<file path="src/rtl/lane_pack_pkg.sv">
package lane_pack_pkg;
    typedef enum logic {
        EG_HEAD = 1'b0,
        EG_TAIL = 1'b1
    } eg_state_t;
endpackage

</file>
<file path="src/rtl/lane_gather.sv">
module lane_gather #(
    parameter int WORD_W = 32,
    parameter int LANES  = 4,
    parameter int ADDR_W = 12,
    parameter logic [ADDR_W-1:0] BASE = 12'h178
) (
    input  logic                      clk,
    input  logic                      rst_n,
    input  logic                      soft_clr,
    input  logic                      wr_en,
    input  logic [ADDR_W-1:0]         wr_addr,
    input  logic [WORD_W-1:0]         wr_data,
    input  logic                      fifo_full,
    output logic                      push,
    output logic [WORD_W*LANES-1:0]   push_word,
    output logic                      ovf
);
    localparam int STEP    = WORD_W / 8;
    localparam int ALIGN   = $clog2(STEP);
    localparam int LANE_IW = (LANES > 1) ? $clog2(LANES) : 1;

    logic [ADDR_W-1:0]  ofs;
    logic [LANE_IW-1:0] lane_sel;
    logic [LANES-1:0]   lane_bit;
    logic [LANES-1:0]   mask;
    logic [WORD_W-1:0]  lanes [LANES];
    logic               hit, complete, drop;

    assign ofs      = wr_addr - BASE;
    assign hit      = wr_en && (wr_addr >= BASE) && (ofs < ADDR_W'(LANES * STEP))
                      && (ofs[ALIGN-1:0] == '0);
    assign lane_sel = ofs[ALIGN +: LANE_IW];
    assign lane_bit = hit ? (LANES'(1) << lane_sel) : '0;
    assign complete = hit && ((mask | lane_bit) == '1);
    assign push     = complete && !fifo_full;
    assign drop     = complete && fifo_full;

    for (genvar gi = 0; gi < LANES; gi++) begin : g_lane
        assign push_word[gi*WORD_W +: WORD_W] = lane_bit[gi] ? wr_data : lanes[gi];

        always_ff @(posedge clk or negedge rst_n) begin
            if (!rst_n)
                lanes[gi] <= '0;
            else if (lane_bit[gi] && !drop)
                lanes[gi] <= wr_data;
        end
    end

    always_ff @(posedge clk or negedge rst_n) begin
        if (!rst_n) begin
            mask <= '0;
            ovf  <= 1'b0;
        end else if (soft_clr) begin
            mask <= '0;
            ovf  <= 1'b0;
        end else begin
            if (push)
                mask <= '0;
            else if (hit && !drop)
                mask <= mask | lane_bit;
            if (drop)
                ovf <= 1'b1;
        end
    end

    assert_push_clears_mask_R2: assert property (@(posedge clk) disable iff (!rst_n)
        push |=> mask == '0);
    assert_no_push_when_full_R5: assert property (@(posedge clk) disable iff (!rst_n)
        push |-> !fifo_full);
    assert_ovf_sticky_R5: assert property (@(posedge clk) disable iff (!rst_n)
        (ovf && !soft_clr) |=> ovf);
    assert_drop_keeps_mask_R5: assert property (@(posedge clk) disable iff (!rst_n)
        (drop && !soft_clr) |=> $stable(mask));
endmodule

</file>
<file path="src/rtl/word_fifo.sv">
module word_fifo #(
    parameter int DATA_W = 128,
    parameter int DEPTH  = 8,
    localparam int PTR_W = (DEPTH > 1) ? $clog2(DEPTH) : 1,
    localparam int CNT_W = $clog2(DEPTH + 1)
) (
    input  logic              clk,
    input  logic              rst_n,
    input  logic              soft_clr,
    input  logic              push,
    input  logic [DATA_W-1:0] push_word,
    input  logic              pop,
    output logic [DATA_W-1:0] head,
    output logic [CNT_W-1:0]  count,
    output logic              full
);
    logic [DATA_W-1:0] mem [DEPTH];
    logic [PTR_W-1:0]  wptr, rptr;

    function automatic logic [PTR_W-1:0] bump(input logic [PTR_W-1:0] p);
        return (p == PTR_W'(DEPTH - 1)) ? '0 : p + 1'b1;
    endfunction

    assign head = mem[rptr];
    assign full = (count == CNT_W'(DEPTH));

    always_ff @(posedge clk) begin
        if (push)
            mem[wptr] <= push_word;
    end

    always_ff @(posedge clk or negedge rst_n) begin
        if (!rst_n) begin
            wptr  <= '0;
            rptr  <= '0;
            count <= '0;
        end else if (soft_clr) begin
            wptr  <= '0;
            rptr  <= '0;
            count <= '0;
        end else begin
            if (push) wptr <= bump(wptr);
            if (pop)  rptr <= bump(rptr);
            unique case ({push, pop})
                2'b10:   count <= count + 1'b1;
                2'b01:   count <= count - 1'b1;
                default: count <= count;
            endcase
        end
    end

    assert_level_bound_R4: assert property (@(posedge clk) disable iff (!rst_n)
        count <= CNT_W'(DEPTH));
    assert_no_pop_empty_R8: assert property (@(posedge clk) disable iff (!rst_n)
        pop |-> count != '0);
endmodule

</file>
<file path="src/rtl/dsc_egress.sv">
module dsc_egress
    import lane_pack_pkg::*;
#(
    parameter int DATA_W   = 128,
    parameter int CNT_W    = 4,
    parameter int LONG_BIT = 127
) (
    input  logic              clk,
    input  logic              rst_n,
    input  logic              soft_clr,
    input  logic [DATA_W-1:0] head,
    input  logic [CNT_W-1:0]  count,
    input  logic              ready,
    output logic              valid,
    output logic              last,
    output logic [DATA_W-1:0] data,
    output logic              pop
);
    eg_state_t state, state_nxt;
    logic      head_long;

    assign head_long = head[LONG_BIT];
    assign data      = head;
    assign pop       = valid && ready;

    always_ff @(posedge clk or negedge rst_n) begin
        if (!rst_n)
            state <= EG_HEAD;
        else if (soft_clr)
            state <= EG_HEAD;
        else
            state <= state_nxt;
    end

    always_comb begin
        valid     = 1'b0;
        last      = 1'b0;
        state_nxt = state;
        unique case (state)
            EG_HEAD: begin
                valid = (count != '0) && (!head_long || count >= CNT_W'(2));
                last  = !head_long;
                if (valid && ready && head_long)
                    state_nxt = EG_TAIL;
            end
            EG_TAIL: begin
                valid = (count != '0);
                last  = 1'b1;
                if (valid && ready)
                    state_nxt = EG_HEAD;
            end
        endcase
    end

    assert_tail_has_word_R7: assert property (@(posedge clk) disable iff (!rst_n)
        state == EG_TAIL |-> count != '0);
    assert_hold_offer_R8: assert property (@(posedge clk) disable iff (!rst_n)
        (valid && !ready && !soft_clr) |=> (valid && $stable(data)));
endmodule

</file>
<file path="src/rtl/lane_pack_fifo.sv">
module lane_pack_fifo #(
    parameter int WORD_W   = 32,
    parameter int LANES    = 4,
    parameter int DEPTH    = 8,
    parameter int ADDR_W   = 12,
    parameter int LVL_W    = 8,
    parameter logic [ADDR_W-1:0] LANE_BASE = 12'h178,
    parameter logic [ADDR_W-1:0] LEVEL_OFS = 12'h05C,
    parameter int LONG_BIT = WORD_W * LANES - 1
) (
    input  logic                    clk,
    input  logic                    rst_n,
    input  logic                    soft_clr,
    input  logic                    wr_en,
    input  logic [ADDR_W-1:0]       wr_addr,
    input  logic [WORD_W-1:0]       wr_data,
    input  logic [ADDR_W-1:0]       rd_addr,
    output logic [WORD_W-1:0]       rd_data,
    output logic                    ovf_flag,
    output logic                    dsc_valid,
    input  logic                    dsc_ready,
    output logic [WORD_W*LANES-1:0] dsc_data,
    output logic                    dsc_last
);
    localparam int DATA_W = WORD_W * LANES;
    localparam int CNT_W  = $clog2(DEPTH + 1);

    logic              push, pop, full;
    logic [DATA_W-1:0] push_word, head;
    logic [CNT_W-1:0]  count;
    logic [LVL_W-1:0]  level;

    lane_gather #(.WORD_W(WORD_W), .LANES(LANES), .ADDR_W(ADDR_W), .BASE(LANE_BASE)) gather_i (
        .clk(clk), .rst_n(rst_n), .soft_clr(soft_clr),
        .wr_en(wr_en), .wr_addr(wr_addr), .wr_data(wr_data),
        .fifo_full(full), .push(push), .push_word(push_word), .ovf(ovf_flag)
    );

    word_fifo #(.DATA_W(DATA_W), .DEPTH(DEPTH)) fifo_i (
        .clk(clk), .rst_n(rst_n), .soft_clr(soft_clr),
        .push(push), .push_word(push_word), .pop(pop),
        .head(head), .count(count), .full(full)
    );

    dsc_egress #(.DATA_W(DATA_W), .CNT_W(CNT_W), .LONG_BIT(LONG_BIT)) egress_i (
        .clk(clk), .rst_n(rst_n), .soft_clr(soft_clr),
        .head(head), .count(count), .ready(dsc_ready),
        .valid(dsc_valid), .last(dsc_last), .data(dsc_data), .pop(pop)
    );

    assign level   = LVL_W'(count);
    assign rd_data = (rd_addr == LEVEL_OFS) ? WORD_W'(level) : '0;

    assert_soft_clear_R9: assert property (@(posedge clk) disable iff (!rst_n)
        soft_clr |=> (count == '0 && !ovf_flag && !dsc_valid));
endmodule

</file>
<file path="config.mk">
export PLATFORM = sky130hd
export DESIGN_NAME = lane_pack_fifo
export DESIGN_NICKNAME = d
export VERILOG_FILES = /design/src/rtl/lane_pack_pkg.sv /design/src/rtl/lane_gather.sv /design/src/rtl/word_fifo.sv /design/src/rtl/dsc_egress.sv /design/src/rtl/lane_pack_fifo.sv
export SDC_FILE = /design/constraint.sdc
export NUM_CORES = 1
export LEC_CHECK = 0
export ABC_CLOCK_PERIOD_IN_PS = 10300
export BUFFER_PORTS_ARGS = -buffer_cell sky130_fd_sc_hd__buf_2
export CAP_MARGIN = 20
export CELL_PAD_IN_SITES_DETAIL_PLACEMENT = 0
export CELL_PAD_IN_SITES_GLOBAL_PLACEMENT = 1
export CORE_MARGIN = 2
export CORE_UTILIZATION = 49
export CTS_CLUSTER_DIAMETER = 30
export DETAILED_ROUTE_END_ITERATION = 10
export PLACE_DENSITY_LB_ADDON = 0.1
export SLEW_MARGIN = 5
export SYNTH_ARGS = -nofsm -noshare
export SYNTH_HDL_FRONTEND = slang
export SYNTH_SLANG_ARGS = --single-unit
export TNS_END_PERCENT = 100
</file>
<file path="constraint.sdc">
create_clock -name clk -period 10.3 [get_ports clk]
set_input_delay 1.03 -clock clk [delete_from_list [all_inputs] [get_ports clk]]
set_output_delay 1.03 -clock clk [all_outputs]
set_load 0.005 [all_outputs]
</file>
Word-level counts from Yosys, hierarchy flattened
Memories as Yosys holds them, arrays and structs flattened.
Index checks and enable logic that the tools add are counted.
- flip-flop bits (word level): 144
- RAM bits: 1024
- bits of input ports: 61
- output and inout port bits: 163
- logic and storage cells: 83
- memories: 1
- memory list (memory ; words ; width ; rd ports ; clocked after memory_dff ; wr ports ; line ; text):
    fifo_i.mem ; 8 ; 128 ; 1 ; 0 ; 1 ; word_fifo.sv:17 ; logic [DATA_W-1:0] mem [DEPTH];
- add/subtract/negate cells: 5
- $lt $le $gt $ge: 3
- equality and inequality tests: 7
- shifts and indexed selects: 1
- mux-type cells: 27
- bitwise logic cells: 2
- reduce and logical (&&, ||, !) cells: 27
- operators with widths (operator ; number):
    $mux 32 ; 4
    $mux 4 ; 6
    $mux 3 ; 6
    $logic_and 1x1->1 ; 16
    $eq 12x7->1 const B ; 1
    $ge 12x9->1 const B ; 1
    $lt 12x5->1 const B ; 1
    $sub 12x9->12 const B ; 1
    $eq 4x4->1 const B ; 2
    $pmux 4 s2 ; 1
    $mux 1 ; 7
    $add 3x1->3 const B ; 2
    $eq 3x3->1 const B ; 2
    $pmux 1 s2 ; 3
    $reduce_bool 2->1 ; 3
    $reduce_bool 3->1 ; 2
    $add 4x1->4 const B ; 1
    $ge 4x2->1 const B ; 1
    $or 4x4->4 ; 1
    $reduce_bool 4->1 ; 1
    $shl 1x2->4 const A ; 1
    $sub 4x1->4 const B ; 1
    $logic_not 1->1 ; 3
    $eq 2x1->1 const B ; 1
    4 further kinds ; 4

Logic depth before layout (Yosys ltp)
- word-level depth: 14
- gate-level depth with buffers: 13
- mapped depth without buffers: 12

By module
From an unflattened synthesis, not the netlist that was laid out.
- cells, all modules: 2337
- area, all modules: 47255.3 um^2
- by module, submodules not included (module ; instances ; cells each ; area each (um^2) ; seq. area each (um^2)):
    word_fifo ; 1 ; 1554 ; 39085.0 ; 30999.7
    lane_gather ; 1 ; 607 ; 6811.5 ; 3328.2
    dsc_egress ; 1 ; 137 ; 1043.5 ; 25.0
    lane_pack_fifo ; 1 ; 39 ; 315.3 ; 0.0

Worst setup path after synthesis
OpenSTA, ideal clock, no wires.
- path type: input-to-reg
- start: input wr_addr[3]
- end: memory fifo_i.mem[2][0] (enable)
- setup time: 0.798 ns
- arrival: 11.486 ns
- data required time: 9.502 ns
- path slack: -1.984 ns
- stages: 7
- buffers on the path: 0
- cells stage by stage: ha_1 -> nor4b_1 -> o211ai_1 -> nor2_1 -> and4_1 -> nand2b_1 -> nor3b_1
- longest elaborated chain between the ends: 11
- elaborated cells on any way between the ends: 14
- classes of those cells: add/sub: 1; order compare: 2; eq/ne: 1; shift: 1; mux: 3; bitwise: 1; reduce/logical: 5
- RTL lines (item ; line ; text):
    start: declaration ; lane_pack_fifo.sv:15 ; input logic [ADDR_W-1:0] wr_addr,
    $sub 12x9->12 or $ge 12x9->1 (tied branches) ; lane_gather.sv:29, lane_gather.sv:30 ;
    $lt 12x5->1 or $logic_and 1x1->1 (tied branches) ; lane_gather.sv:30 ; assign hit = wr_en && (wr_addr >= BASE) && (ofs < ADDR_W'(LANES * STEP))
    $logic_and 1x1->1 ; lane_gather.sv:30 ;
    $logic_and 1x1->1 ; lane_gather.sv:31 ; && (ofs[ALIGN-1:0] == '0);
    $mux 4 ; lane_gather.sv:33 ; assign lane_bit = hit ? (LANES'(1) << lane_sel) : '0;
    $or 4x4->4 ; lane_gather.sv:34 ; assign complete = hit && ((mask | lane_bit) == '1);
    $eq 4x4->1 ; lane_gather.sv:34 ;
    $logic_and 1x1->1 (*) ; lane_gather.sv:34 ;
    $logic_and 1x1->1 (*) ; lane_gather.sv:35 ; assign push = complete && !fifo_full;
    $mux 1 (*) ; word_fifo.sv:28 ; if (push)
    $mux 1 (not written as such) (*) ; word_fifo.sv:29 ; mem[wptr] <= push_word;
    end: declaration ; word_fifo.sv:17 ;
Mark *: on every way between the ends. The rest lies on a longest branch, timed or not.

Final worst setup path
- start: register fifo_i.rptr[0]
- end: output dsc_data[91]
- longest elaborated chain between the ends: 1
- RTL lines (item ; line ; text):
    start: declaration ; word_fifo.sv:18 ; logic [PTR_W-1:0] wptr, rptr;
    start signal: assignment ; word_fifo.sv:43 ; if (pop) rptr <= bump(rptr);
    $mem_v2 8x128 ; n/a ;
    end: declaration ; lane_pack_fifo.sv:22 ; output logic [WORD_W*LANES-1:0] dsc_data,
Every way passes these cells.

==> metrics.log <==
INFO  metric run_status = finished, final reports clean
INFO  metric asyncSetResetFlopFracSynth = 0.123
INFO  metric die_h = 310 microns
INFO  metric floorplan.initialDensity = 0.494
INFO  metric synthesis.instances = 2,139
INFO  metric cp_data_required_time = 9270 ps
INFO  metric hpwlAfterDp = 58.0 mm
INFO  metric hold_viol_final = 0
INFO  metric placement_rows = 112
INFO  metric number_of_enable_type_register_cells_in_the_synthesized_netlist = 1,024
INFO  metric overall_track_demand_over_capacity_in_global_routing = 0.232
INFO  metric postSynthRegisterBits = 1,168
INFO  metric final-instance-count-excl-fill = 3,925
INFO  metric clock_latency_of_the_later_clocked_register_in_the_worst_skew_pair = 760 ps
INFO  metric post_cts.resized_instances = 0
INFO  metric grt_setup_unrepaired = false
INFO  metric cts-root-to-sink-buffers = 3
INFO  metric worst_clock_skew = 21.5 ps
INFO  metric pwr_density_cell = 219 mW/mm^2
INFO  metric cap_viol_max_count = 0
INFO  metric drt_iter0_drc = 1,663
INFO  metric ir_worst_vdd = 0.205 mV
INFO  metric critPathMostFrequentCell = buf_4
INFO  metric yosysUniqueCellTypes = 53
INFO  metric setup_viol = 0
INFO  metric cellLeakagePower = 21.6 nW
INFO  metric floorplan.die_area = 0.0964 sq mm
INFO  metric cts.hold.buffers_added = 0
INFO  metric critPathArrivalTime = 4560 ps
INFO  metric hold_class = in2async
INFO  metric setup.worst_path.class = reg2out
INFO  metric timing.critical_path.to_type = primary output
INFO  metric wl_per_cell = 27.6 microns
INFO  metric worstRegToRegCells = 12
INFO  metric syn-cell-area = 0.0460 sq mm
INFO  metric cpMaxStageDelayCell = dfrtp_4
INFO  metric port_buffers = 195
INFO  metric finish.net_count = 2,553
INFO  metric gr-total-overflow = 0
INFO  metric number_of_antenna_violations_at_the_first_check_in_global_routing = 9
INFO  metric route.detailed.drc = 0
INFO  metric grt_pass1_wl = 158 mm
INFO  metric layout_commonest_cell = edfxtp_1
INFO  metric maxSlewHeadroom = 0.277
INFO  metric final_max_slew_viol_count = 0
INFO  metric clock_tree.htree_level_count = 4
INFO  metric tritoncts = yes
INFO  metric drive_gt1_frac = 0.436
INFO  metric timing.fmax = 179 MHz
INFO  metric synthToLayoutAreaGrowth = 21.4%
INFO  metric place_ws = 4920 ps
INFO  metric number_of_inserted_diodes = 0
INFO  metric global_placer_s_final_weighted_congestion = 0.739
INFO  metric final_total_power = 0.0122 W
INFO  metric layout.cells.most_common_list = edfxtp_1, mux2_2, mux4_2
INFO  metric fin_util = 0.599
INFO  metric vias_per_cell = 5.68
INFO  metric clock_sinks = 1,168
INFO  metric tightest_slew = 1080 ps
INFO  metric cts.root.buffer_cell = clkbuf_16
INFO  metric dominantRegCellSynth = edfxtp_1
INFO  metric core_area = 0.0932 sq mm
INFO  metric register_clock_pin_slew_on_the_reported_worst_setup_and_hold_paths = 50 ps
INFO  metric fin_setup_tns = 0 ps
INFO  metric start_kind = flip-flop
INFO  metric worstPathCellList = buf_4 > buf_4 > mux4_2 > mux2_2 > buf_2
INFO  metric post_cts_buffers = 0
INFO  metric first_global_vias = 23,600
INFO  metric final.period_utilization = 0.542
INFO  metric synthesis.yosys.warnings = 0
INFO  metric final.min_clock_period = 5590 ps
INFO  metric routed_wirelength = 108 mm
INFO  metric crit_path_max_fanout = 48
INFO  metric placed_cells = 3,522
INFO  metric die_x = 310 microns
INFO  metric synth_sequential_area_ratio = 0.746
INFO  metric ios = 224
INFO  metric antenna_viol_nets_final = 0
INFO  metric reg2reg_setup_slack = 6290 ps
INFO  metric first_pass_iters = 6
INFO  metric grt_start_max_net_pins = 160
INFO  metric layout_setup_ws = 4710 ps
INFO  metric critical-path-max-stage-delay = 940 ps
INFO  metric synthesis.area_per_instance = 21.5 sq um
INFO  metric routed-via-count = 22,300
INFO  metric numCtsBuffers = 213
cells by family after synthesis:
logic type | Yosys count | share of synthesized area
simple gates | 177 | 0.0185
other cells | 1 | 0.0000815
xor+xnor | 1 | 0.000190
compound gates | 29 | 0.00438
mux | 616 | 0.213
flops | 1168 | 0.746
buf+inv | 139 | 0.0154
fa+ha+maj | 8 | 0.00234
per-stage QoR:
step / hold WS (ps) / cell area, sq um
6_report: 276 / 55900
5_1_grt: 282 / 55900
4_1_cts: 249 / 55800
3_5_place_dp: 475 / 48400
3_3_place_gp: 468 / 48400
2_1_floorplan: 459 / 46100
power breakdown:
group	total [W]	internal [W]	leakage (nW)	switching [W]
combinational	0.0000816	0.0000141	5.26	0.0000675
clock	0.00704	0.00473	3.60	0.00231
sequential	0.00510	0.00510	12.7	0.000000692
total	0.0122	0.00984	21.6	0.00238
synth_stat cells (all sizes together), types with 6 or more instances:
| cell | count | share of area |
|---|---|---|
| and2 | 8 | 0.0011 |
| buf | 81 | 0.011 |
| clkbuf | 54 | 0.0044 |
| dfrtp | 144 | 0.078 |
| edfxtp | 1024 | 0.67 |
| ha | 7 | 0.0019 |
| mux2 | 352 | 0.086 |
| mux2i | 10 | 0.0022 |
| mux4 | 254 | 0.12 |
| nand2 | 108 | 0.0089 |
| nor2 | 20 | 0.0016 |
| nor3 | 8 | 0.0011 |
| nor3b | 8 | 0.0015 |
| nor4b | 6 | 0.0013 |
sequential cells by signal (all words and copies together), names as in the netlist:
| register | cells |
|---|---|
| fifo_i.wptr | 3 |
| egress_i.state | 1 |
| fifo_i.mem | 1024 |
| fifo_i.count | 4 |
| gather_i.mask | 4 |
| fifo_i.rptr | 3 |
| gather_i.ovf | 1 |
| gather_i.lanes | 128 |
final timing paths:
path                                          from                  to
worst max-delay path                fifo_i.rptr[0]        dsc_data[91]
worst min-delay path                         rst_n  gather_i.lanes[53]
worst max register to register     fifo_i.count[0]     fifo_i.count[3]
worst min register to register  gather_i.lanes[72]  gather_i.lanes[72]
max in group asynchronous                    rst_n      fifo_i.rptr[1]
min in group clk                gather_i.lanes[72]  gather_i.lanes[72]
worst max-delay path: cells and delay by family, from the launching register on:
| kind | cells | cell delay [ps] |
|---|---|---|
| buf+inv | 3 | 1830 |
| flops | 1 | 940 |
| mux | 2 | 940 |
layout make-up:
| cell class | instances | area (sq um) |
|---|---|---|
| flip-flops and latches | 1168 | 34400 |
| clock buffers | 257 | 5730 |
| clock inverters | 145 | 1710 |
| multi-input cells | 859 | 11100 |
| inverters | 4 | 15.0 |
| fillers | 6745 | 37300 |
| well taps | 1254 | 1570 |
| repair buffers | 238 | 1350 |
metal layers:
metal | part of all wire | track usage | up-vias
met3 | 0.059 | 0.0452 | 127
met1 | 0.43 | 0.322 | 12000
li1 | - | - | 9476
met5 | 0 | 0 | -
met4 | 0.016 | 0.0624 | 0
met2 | 0.50 | 0.379 | 668
(Power assumes the default switching activity.)
